==> src/rtl/cs_dec_pkg.sv <==
package cs_dec_pkg;
  // Fixed geometry of one configuration word
  localparam int WORD_W   = 32;
  localparam int GRAN_LSB = 17;
  localparam int FLD_W    = WORD_W - GRAN_LSB;
  localparam int PAD_W    = GRAN_LSB - FLD_W - 1;

  typedef logic [FLD_W-1:0] fld_t;

  typedef struct packed {
    fld_t base;
    fld_t mask;
    logic en;
  } bank_cfg_t;

  function automatic logic [WORD_W-1:0] cfg_to_word(input bank_cfg_t c);
    return {c.base, {PAD_W{1'b0}}, c.mask, c.en};
  endfunction

  function automatic bank_cfg_t word_to_cfg(input logic [WORD_W-1:0] w);
    bank_cfg_t c;
    c.base = w[WORD_W-1 -: FLD_W];
    c.mask = w[FLD_W:1];
    c.en   = w[0];
    return c;
  endfunction
endpackage

==> src/rtl/cs_bank_regs.sv <==
module cs_bank_regs
  import cs_dec_pkg::*;
#(
  parameter int NUM_BANKS   = 8,
  parameter int REG_AW      = 8,
  parameter int STRIDE_LOG2 = 4
) (
  input  logic                       clk,
  input  logic                       rst,
  input  logic                       strap,
  input  logic [REG_AW-1:0]          reg_addr,
  input  logic                       reg_wr,
  input  logic [WORD_W-1:0]          reg_wdata,
  output logic [WORD_W-1:0]          reg_rdata,
  output bank_cfg_t [NUM_BANKS-1:0]  cfg,
  output logic [NUM_BANKS-1:0]       is_zero,
  output logic                       swap
);
  localparam int IDX_W = (NUM_BANKS > 1) ? $clog2(NUM_BANKS) : 1;

  logic             off_ok;
  logic [IDX_W-1:0] idx;
  bank_cfg_t        wcfg;
  logic             unused_pad;

  assign idx        = reg_addr[STRIDE_LOG2 +: IDX_W];
  assign off_ok     = (reg_addr[STRIDE_LOG2-1:0] == '0) &&
                      ((reg_addr >> STRIDE_LOG2) < REG_AW'(NUM_BANKS));
  assign wcfg       = word_to_cfg(reg_wdata);
  assign unused_pad = ^reg_wdata[GRAN_LSB-1 -: PAD_W];

  // Strap capture while reset is held
  always_ff @(posedge clk) begin
    if (rst) swap <= strap;
  end

  for (genvar b = 0; b < NUM_BANKS; b++) begin : g_bank
    bank_cfg_t rst_val;
    if (b == 0) begin : g_r0
      assign rst_val = '{base: '0, mask: '1, en: ~strap};
    end else if (b == 1) begin : g_r1
      assign rst_val = '{base: '0, mask: '1, en: strap};
    end else begin : g_rn
      assign rst_val = '0;
    end

    always_ff @(posedge clk) begin
      if (rst)
        cfg[b] <= rst_val;
      else if (reg_wr && off_ok && (idx == IDX_W'(b)))
        cfg[b] <= wcfg;
    end

    assign is_zero[b] = (cfg[b] == '0);
  end

  always_ff @(posedge clk) begin
    if (rst)         reg_rdata <= '0;
    else if (off_ok) reg_rdata <= cfg_to_word(cfg[idx]);
    else             reg_rdata <= '0;
  end
endmodule

==> src/rtl/cs_bank_match.sv <==
module cs_bank_match
  import cs_dec_pkg::*;
(
  input  fld_t      addr_hi,
  input  bank_cfg_t cfg,
  output logic      match
);
  assign match = cfg.en && (((addr_hi ^ cfg.base) & cfg.mask) == '0);
endmodule

==> src/rtl/cs_prio_route.sv <==
module cs_prio_route #(
  parameter int NUM_BANKS = 8
) (
  input  logic [NUM_BANKS-1:0] raw,
  input  logic [1:0]           low_zero,
  input  logic                 swap,
  output logic [NUM_BANKS-1:0] cs
);
  logic [NUM_BANKS-1:0] pick;
  logic                 found;

  always_comb begin
    pick  = '0;
    found = 1'b0;
    if (low_zero[0]) begin
      pick[0] = 1'b1;
    end else if (low_zero[1]) begin
      pick[1] = 1'b1;
    end else begin
      for (int i = 0; i < NUM_BANKS; i++) begin
        if (raw[i] && !found) begin
          pick[i] = 1'b1;
          found   = 1'b1;
        end
      end
    end
  end

  always_comb begin
    cs = pick;
    if (swap) begin
      cs[0] = pick[1];
      cs[1] = pick[0];
    end
  end
endmodule

==> src/rtl/cs_addr_decoder.sv <==
module cs_addr_decoder
  import cs_dec_pkg::*;
#(
  parameter int NUM_BANKS   = 8,
  parameter int REG_AW      = 8,
  parameter int STRIDE_LOG2 = 4
) (
  input  logic                 clk,
  input  logic                 rst,
  input  logic                 swap_strap,
  input  logic [REG_AW-1:0]    reg_addr,
  input  logic                 reg_wr,
  input  logic [WORD_W-1:0]    reg_wdata,
  output logic [WORD_W-1:0]    reg_rdata,
  input  logic [WORD_W-1:0]    bus_addr,
  output logic [NUM_BANKS-1:0] cs,
  output logic                 hit,
  output logic                 miss,
  output logic                 hit_valid
);
  bank_cfg_t [NUM_BANKS-1:0] cfg;
  logic [NUM_BANKS-1:0]      bank_zero;
  logic [NUM_BANKS-1:0]      raw_match;
  logic                      swap_q;
  fld_t                      addr_hi;
  logic                      unused_low;

  assign addr_hi    = bus_addr[WORD_W-1 -: FLD_W];
  assign unused_low = ^bus_addr[GRAN_LSB-1:0];

  cs_bank_regs #(
    .NUM_BANKS  (NUM_BANKS),
    .REG_AW     (REG_AW),
    .STRIDE_LOG2(STRIDE_LOG2)
  ) u_regs (
    .clk      (clk),
    .rst      (rst),
    .strap    (swap_strap),
    .reg_addr (reg_addr),
    .reg_wr   (reg_wr),
    .reg_wdata(reg_wdata),
    .reg_rdata(reg_rdata),
    .cfg      (cfg),
    .is_zero  (bank_zero),
    .swap     (swap_q)
  );

  for (genvar b = 0; b < NUM_BANKS; b++) begin : g_match
    cs_bank_match u_match (
      .addr_hi(addr_hi),
      .cfg    (cfg[b]),
      .match  (raw_match[b])
    );
  end

  cs_prio_route #(.NUM_BANKS(NUM_BANKS)) u_route (
    .raw     (raw_match),
    .low_zero(bank_zero[1:0]),
    .swap    (swap_q),
    .cs      (cs)
  );

  assign hit  = |cs;
  assign miss = ~hit;

  always_ff @(posedge clk) begin
    if (rst) hit_valid <= 1'b0;
    else     hit_valid <= hit;
  end
endmodule

==> config.mk <==
export PLATFORM = sky130hd
export DESIGN_NAME = cs_addr_decoder
export DESIGN_NICKNAME = d
export VERILOG_FILES = /design/src/rtl/cs_dec_pkg.sv /design/src/rtl/cs_bank_regs.sv /design/src/rtl/cs_bank_match.sv /design/src/rtl/cs_prio_route.sv /design/src/rtl/cs_addr_decoder.sv
export SDC_FILE = /design/constraint.sdc
export NUM_CORES = 1
export LEC_CHECK = 0
export BUFFER_PORTS_ARGS = -buffer_cell sky130_fd_sc_hd__buf_2
export CORE_MARGIN = 1.5
export CORE_UTILIZATION = 25
export CTS_CLUSTER_SIZE = 30
export DETAILED_ROUTE_END_ITERATION = 8
export SLEW_MARGIN = 0
export SYNTH_ARGS = -nofsm -noshare
export SYNTH_HDL_FRONTEND = slang
export SYNTH_SLANG_ARGS = --single-unit
==> constraint.sdc <==
create_clock -name clk -period 3.2 [get_ports clk]
set_input_delay 0.64 -clock clk [delete_from_list [all_inputs] [get_ports clk]]
set_output_delay 0.64 -clock clk [all_outputs]
set_load 0.01 [all_outputs]
Word level (Yosys, flattened, before mapping)
Index checks and enable logic that the tools add are counted.

Bits in registers: 282. Bits of input ports: 76. Output and inout port bits: 43. Word-level logic and storage cells: 144.

$lt $le $gt $ge: 2. Eq/ne operators: 7. Multiplexer cells: 40. Bitwise operators: 19. Reductions and logical operators: 48.

Operators by type and width (count): AND 15 bit (8); logical NOT 15 bit (8); bitwise XOR 15 bit (8); binary-select mux 31 bit (select 3 bit) (1); logical NOT 31 bit (2); two-way mux 1 bit (35); two-way mux 31 bit (1); logical AND 1 bit (25); == test 3 bit, second input constant (4); OR reduction 8 bit (1); logical NOT 1 bit (7); two-way mux 7 bit (1); == test 3 x 2 -> 1 bit, second input constant (2); two-way mux 6 bit (1); logical NOT 4 bit (1); < comparator 3 x 4 -> 1 bit, second input constant (1); < comparator 4 bit, second input constant (1); nonzero test 2 bit (2); == test 3 x 1 -> 1 bit, second input constant (1); logical NOT 3 bit (1); NOT 1 bit (3); two-way mux 2 bit (1); OR reduction 2 bit (1).

Depth between registers and ports, before layout
Depth in word-level cells: 45. Depth in mapped cells: 8. Gate-level depth less buffers: 6.

Hierarchy
Synthesis repeated with hierarchy kept, for this count alone.

Cell total of the unflattened synthesis: 1359. Area total of the unflattened synthesis: 14546.5 um^2.

Modules (own cells, without submodules): cs_bank_regs (times used 1, cells each 1118, area an instance 12677.2 um^2, seq. area each 5635.4 um^2); cs_bank_match (times used 8, cells each 27, area an instance 212.7 um^2, seq. area each 0.0 um^2); cs_prio_route (times used 1, cells each 19, area an instance 120.1 um^2, seq. area each 0.0 um^2); cs_addr_decoder (times used 1, cells each 6, area an instance 47.5 um^2, seq. area each 20.0 um^2).

Worst setup path after synthesis
OpenSTA, ideal clock, no wires.

Path type: input -> output. Start point: in bus_addr[24]. End point: out cs[5]. Arrival time: 2.199 ns. Data required time: 2.560 ns. Setup slack: 0.361 ns. Stages on the path: 7. Path buffers: 1. Cells stage by stage: buf_2 xor2_1 a22oi_1 and4_1 a211oi_1 o211ai_1 nor4b_1.

Longest elaborated chain between the ends: 32. Elaborated cells on any way between the ends: 52. Classes of those cells: mux (18); bitwise (12); reduce/logical (22).

Ends and longest elaborated chain: from (decl) (line cs_addr_decoder.sv:15) `input logic [WORD_W-1:0] bus_addr,`; bitwise XOR 15 bit (line cs_bank_match.sv:8) `assign match = cfg.en && (((addr_hi ^ cfg.base) & cfg.mask) == '0);`; AND 15 bit (line cs_bank_match.sv:8); logical NOT 15 bit (line cs_bank_match.sv:8); logical AND 1 bit (line cs_bank_match.sv:8); two-way mux 1 bit (line cs_prio_route.sv:21) `if (raw[i] && !found) begin`; two-way mux 1 bit (line cs_prio_route.sv:17) `end else if (low_zero[1]) begin`; two-way mux 1 bit (line cs_prio_route.sv:15) `if (low_zero[0]) begin`; logical NOT 1 bit (line cs_prio_route.sv:21); [... 16 more ...]; two-way mux 1 bit (line cs_prio_route.sv:21); two-way mux 1 bit (line cs_prio_route.sv:17); two-way mux 1 bit (line cs_prio_route.sv:15); logical NOT 1 bit (line cs_prio_route.sv:21); logical AND 1 bit (*) (line cs_prio_route.sv:21); two-way mux 1 bit (*) (line cs_prio_route.sv:21); two-way mux 6 bit (*) (line cs_prio_route.sv:17); two-way mux 7 bit (*) (line cs_prio_route.sv:15); to (decl) (line cs_addr_decoder.sv:16) `output logic [NUM_BANKS-1:0] cs,`.

Every way passes the cells marked *; elsewhere a longest branch is shown, timed or not. The select of a mux whose other input is x is not followed.

Worst setup path after layout
Start point: reg, netlist name u_regs.cfg[30]. End point: out cs[3].

Longest elaborated chain between the ends: 22. Elaborated cells on any way between the ends: 23. Classes of those cells: mux (12); bitwise (2); reduce/logical (9).

Ends and longest elaborated chain (line): bitwise XOR 15 bit (cs_bank_match.sv:8); AND 15 bit (cs_bank_match.sv:8); logical NOT 15 bit (cs_bank_match.sv:8); logical AND 1 bit (cs_bank_match.sv:8); two-way mux 1 bit (cs_prio_route.sv:21); two-way mux 1 bit (cs_prio_route.sv:17); two-way mux 1 bit (cs_prio_route.sv:15); logical NOT 1 bit (cs_prio_route.sv:21); [... 6 more ...]; two-way mux 1 bit (cs_prio_route.sv:21); two-way mux 1 bit (cs_prio_route.sv:17); two-way mux 1 bit (cs_prio_route.sv:15); logical NOT 1 bit (cs_prio_route.sv:21); logical AND 1 bit (cs_prio_route.sv:21); two-way mux 1 bit (cs_prio_route.sv:21); two-way mux 6 bit (cs_prio_route.sv:17); two-way mux 7 bit (*) (cs_prio_route.sv:15).

Marks and branches as above.

==> flow_summary.toml <==
[yosys]
ys_seq_area_frac = 0.415
netlist_area_um2 = 13600
synth_commonest_cells = "441 x nand2_1, 278 x dfxtp_1, 187 x a21oi_1, 120 x xor2_1, 83 x buf_2"
yosysTopAreaCell = "dfxtp_1"
yosysWarnings = 0
syn_inst = 1548
netlist.area_leader.share = 0.409
synth-edff-count = 3
synth_cell_types = 43
synthFlopType = "dfxtp_1"
avgSynthCellArea_um2 = 8.80
yosysMostFrequentCell = "nand2_1"
synthArstFlopShare = 0
synthTopCellsByArea = "dfxtp_1 41%, nand2_1 12%, mux4_2 10%, xor2_1 7.7%, a21oi_1 6.9%"
syn-num-nets = 1624
synth-seq-cells = 281

[setup_path]
required_ns = 2.56
worstSetupEndpointType = "primary output"
arrival_ns = 2.60
path_max_fanout = 4
path_class = "reg2out"
cp-start-kind = "flop"

[grt]
antenna_found_initial = 2
track_usage = 0.193
grt_overflow = 0
first_global_vias = 11500
grt_pass1_wl_mm = 80.4
grt_max_degree = 129

[clock_tree]
root_buffer = "clkbuf_16"
postCtsSetupBuffers = 0
hold_buffers = 0
clk_latency_ns = 0.59
clk_pin_slew_ns = 0.07
clock_sink_count = 281
cts_buffer_depth = 3
htree_num_levels = 1
cts_buffers = 31
tritoncts = "built"

[placed_design]
port_buffers = 99
hpwlAfterDp_mm = 40.2
dp.cells = 2274
gp_congestion = 1.00
dp_slack_ns = -0.0802
dpl_cell_area_um2 = 15100

[die]
fp-row-count = 85
die_h_um = 236
start_util = 0.253
io_pins = 119
die_w_um = 236
die_area_um2 = 55900
core_um2 = 53800

[timing]
min_period_over_period = 1.01
rsz0062_at_grt = "true"
post-route-min-period_ns = 3.24
setup_violations = 4
fin_skew_ns = 0.0247
slew_headroom = 0.352
worst_hold_slack_ns = 0.360
slew_violations = 0
max_freq_ghz = 0.309
fin_ws_ns = -0.0373
tightest_slew_ns = 0.971
finalHoldViolations = 0

[pwr]
power.leakage_nw = 6.13
p_total_w = 0.00774
powerDensity_nw_per_um2 = 475
irDropWorstVdd_mv = 0.391

[detailed_routing]
routed_wl_mm = 55.4
drt_iter0_drc = 1921
wl_per_cell_um = 23.8
detail-route-antenna-nets = 0
drc = 0
drt-pass1-iter-count = 9
post_drt_via_cell_ratio = 5.25
vias = 12200

[cells_and_area]
drive_gt1_frac = 0.215
area_delta_synth_final_pct = 19.8
postLayoutCellArea_um2 = 16300
final_cells = 2332
fin_nets = 1687

[run]
drv_cap = 0

[outcome]
violations = "negative setup slack"
status = "complete, but fails checks"

[hold_path]
hold_path_class = "in2reg"
## kinds of logic after synthesis
logic type,Yosys count,synth area share
other cells,1,0.000275
simple gates,617,0.197
xor+xnor,120,0.0772
compound gates,253,0.105
mux,125,0.149
buf+inv,151,0.0567
flops,281,0.415
## area by class of cell
cell class,instances,area [um2]
clock buffer,37,850
multi-input combinational,1116,7400
clock inverter,19,189
tap,696,871
fill,5677,37500
sequential,281,5680
timing repair buffer,181,1320
antenna,2,5.00
## power by group
part | leakage, nW | internal [W] | switching (W) | total, W
combinational | 3.33 | 0.000181 | 0.000335 | 0.000516
clock | 0.519 | 0.00214 | 0.00157 | 0.00371
sequential | 2.28 | 0.00351 | 0.00000881 | 0.00352
total | 6.13 | 0.00583 | 0.00191 | 0.00774
## per-layer routing
layer	share of wire	track usage	up-vias	wire [um]
met5	0.00049	0	-	27
met4	0.021	0.0396	4	1140
met3	0.12	0.0487	79	6610
met2	0.43	0.289	723	23900
met1	0.43	0.278	6070	23700
li1	-	-	5369	-
## through the flow
stage / utilization / setup TNS [ns]
2_1_floorplan: - / 0
3_3_place_gp: 0.280 / -0.0399
3_5_place_dp: 0.280 / -0.0802
4_1_cts: 0.301 / -0.0324
5_1_grt: 0.303 / -0.442
6_report: 0.303 / -0.0764
## layout by cell type (no fill, tap or decap), drive strengths merged, types with 2 or more instances in the layout
cell,netlist,layout
clkbuf,42,37
and4,2,2
dfxtp,278,278
clkinv,0,11
o21ai,2,2
nand3b,31,31
clkinvlp,0,2
a22oi,56,56
mux2i,62,62
nand2b,4,4
nand3,6,6
nor2,72,72
buf,109,181
a21boi,4,4
xor2,120,120
nand2,441,441
nand4,14,14
nor3b,6,6
edfxtp,3,3
or2,3,3
a21oi,187,187
or3,3,3
inv,0,3
and3,3,3
diode,0,2
nor3,10,10
bufinv,0,3
or3b,4,4
nor4,15,15
mux4,62,62
## critical path, cell delays in order, from the launching register on
cell and delay (ns):
dfxtp_2 0.35, xor2_1 0.17, a21boi_1 0.21, buf_4 0.17
nand4_1 0.20, or2_4 0.30, o211ai_1 0.21, nor3_1 0.11
buf_4 0.17, buf_2 0.14
## flip-flops by register name (all words and copies together) (netlist names)
signal	cells
u_regs.cfg	248
hit_valid	1
u_regs.reg_rdata	31
u_regs.swap	1
## what timing repair did
| action | in CTS | in global routing |
|---|---|---|
| pin swaps | 7 | 6 |
| gates resized for setup | 20 | 28 |
| endpoints found under the setup margin | 8 | 10 |
## path summary, 6_finish.rpt
| path | start | end | slack (ns) | cells after the start |
|---|---|---|---|---|
| setup / recovery | u_regs.cfg[30] | cs[3] | -0.04 | 9 |
| setup reg to reg | u_regs.cfg[236] | hit_valid | 1.34 | 7 |
| hold reg to reg | u_regs.cfg[128] | u_regs.cfg[128] | 0.47 | 2 |
| hold / removal | swap_strap | u_regs.swap | 0.36 | 1 |
(Power assumes the default switching activity.)
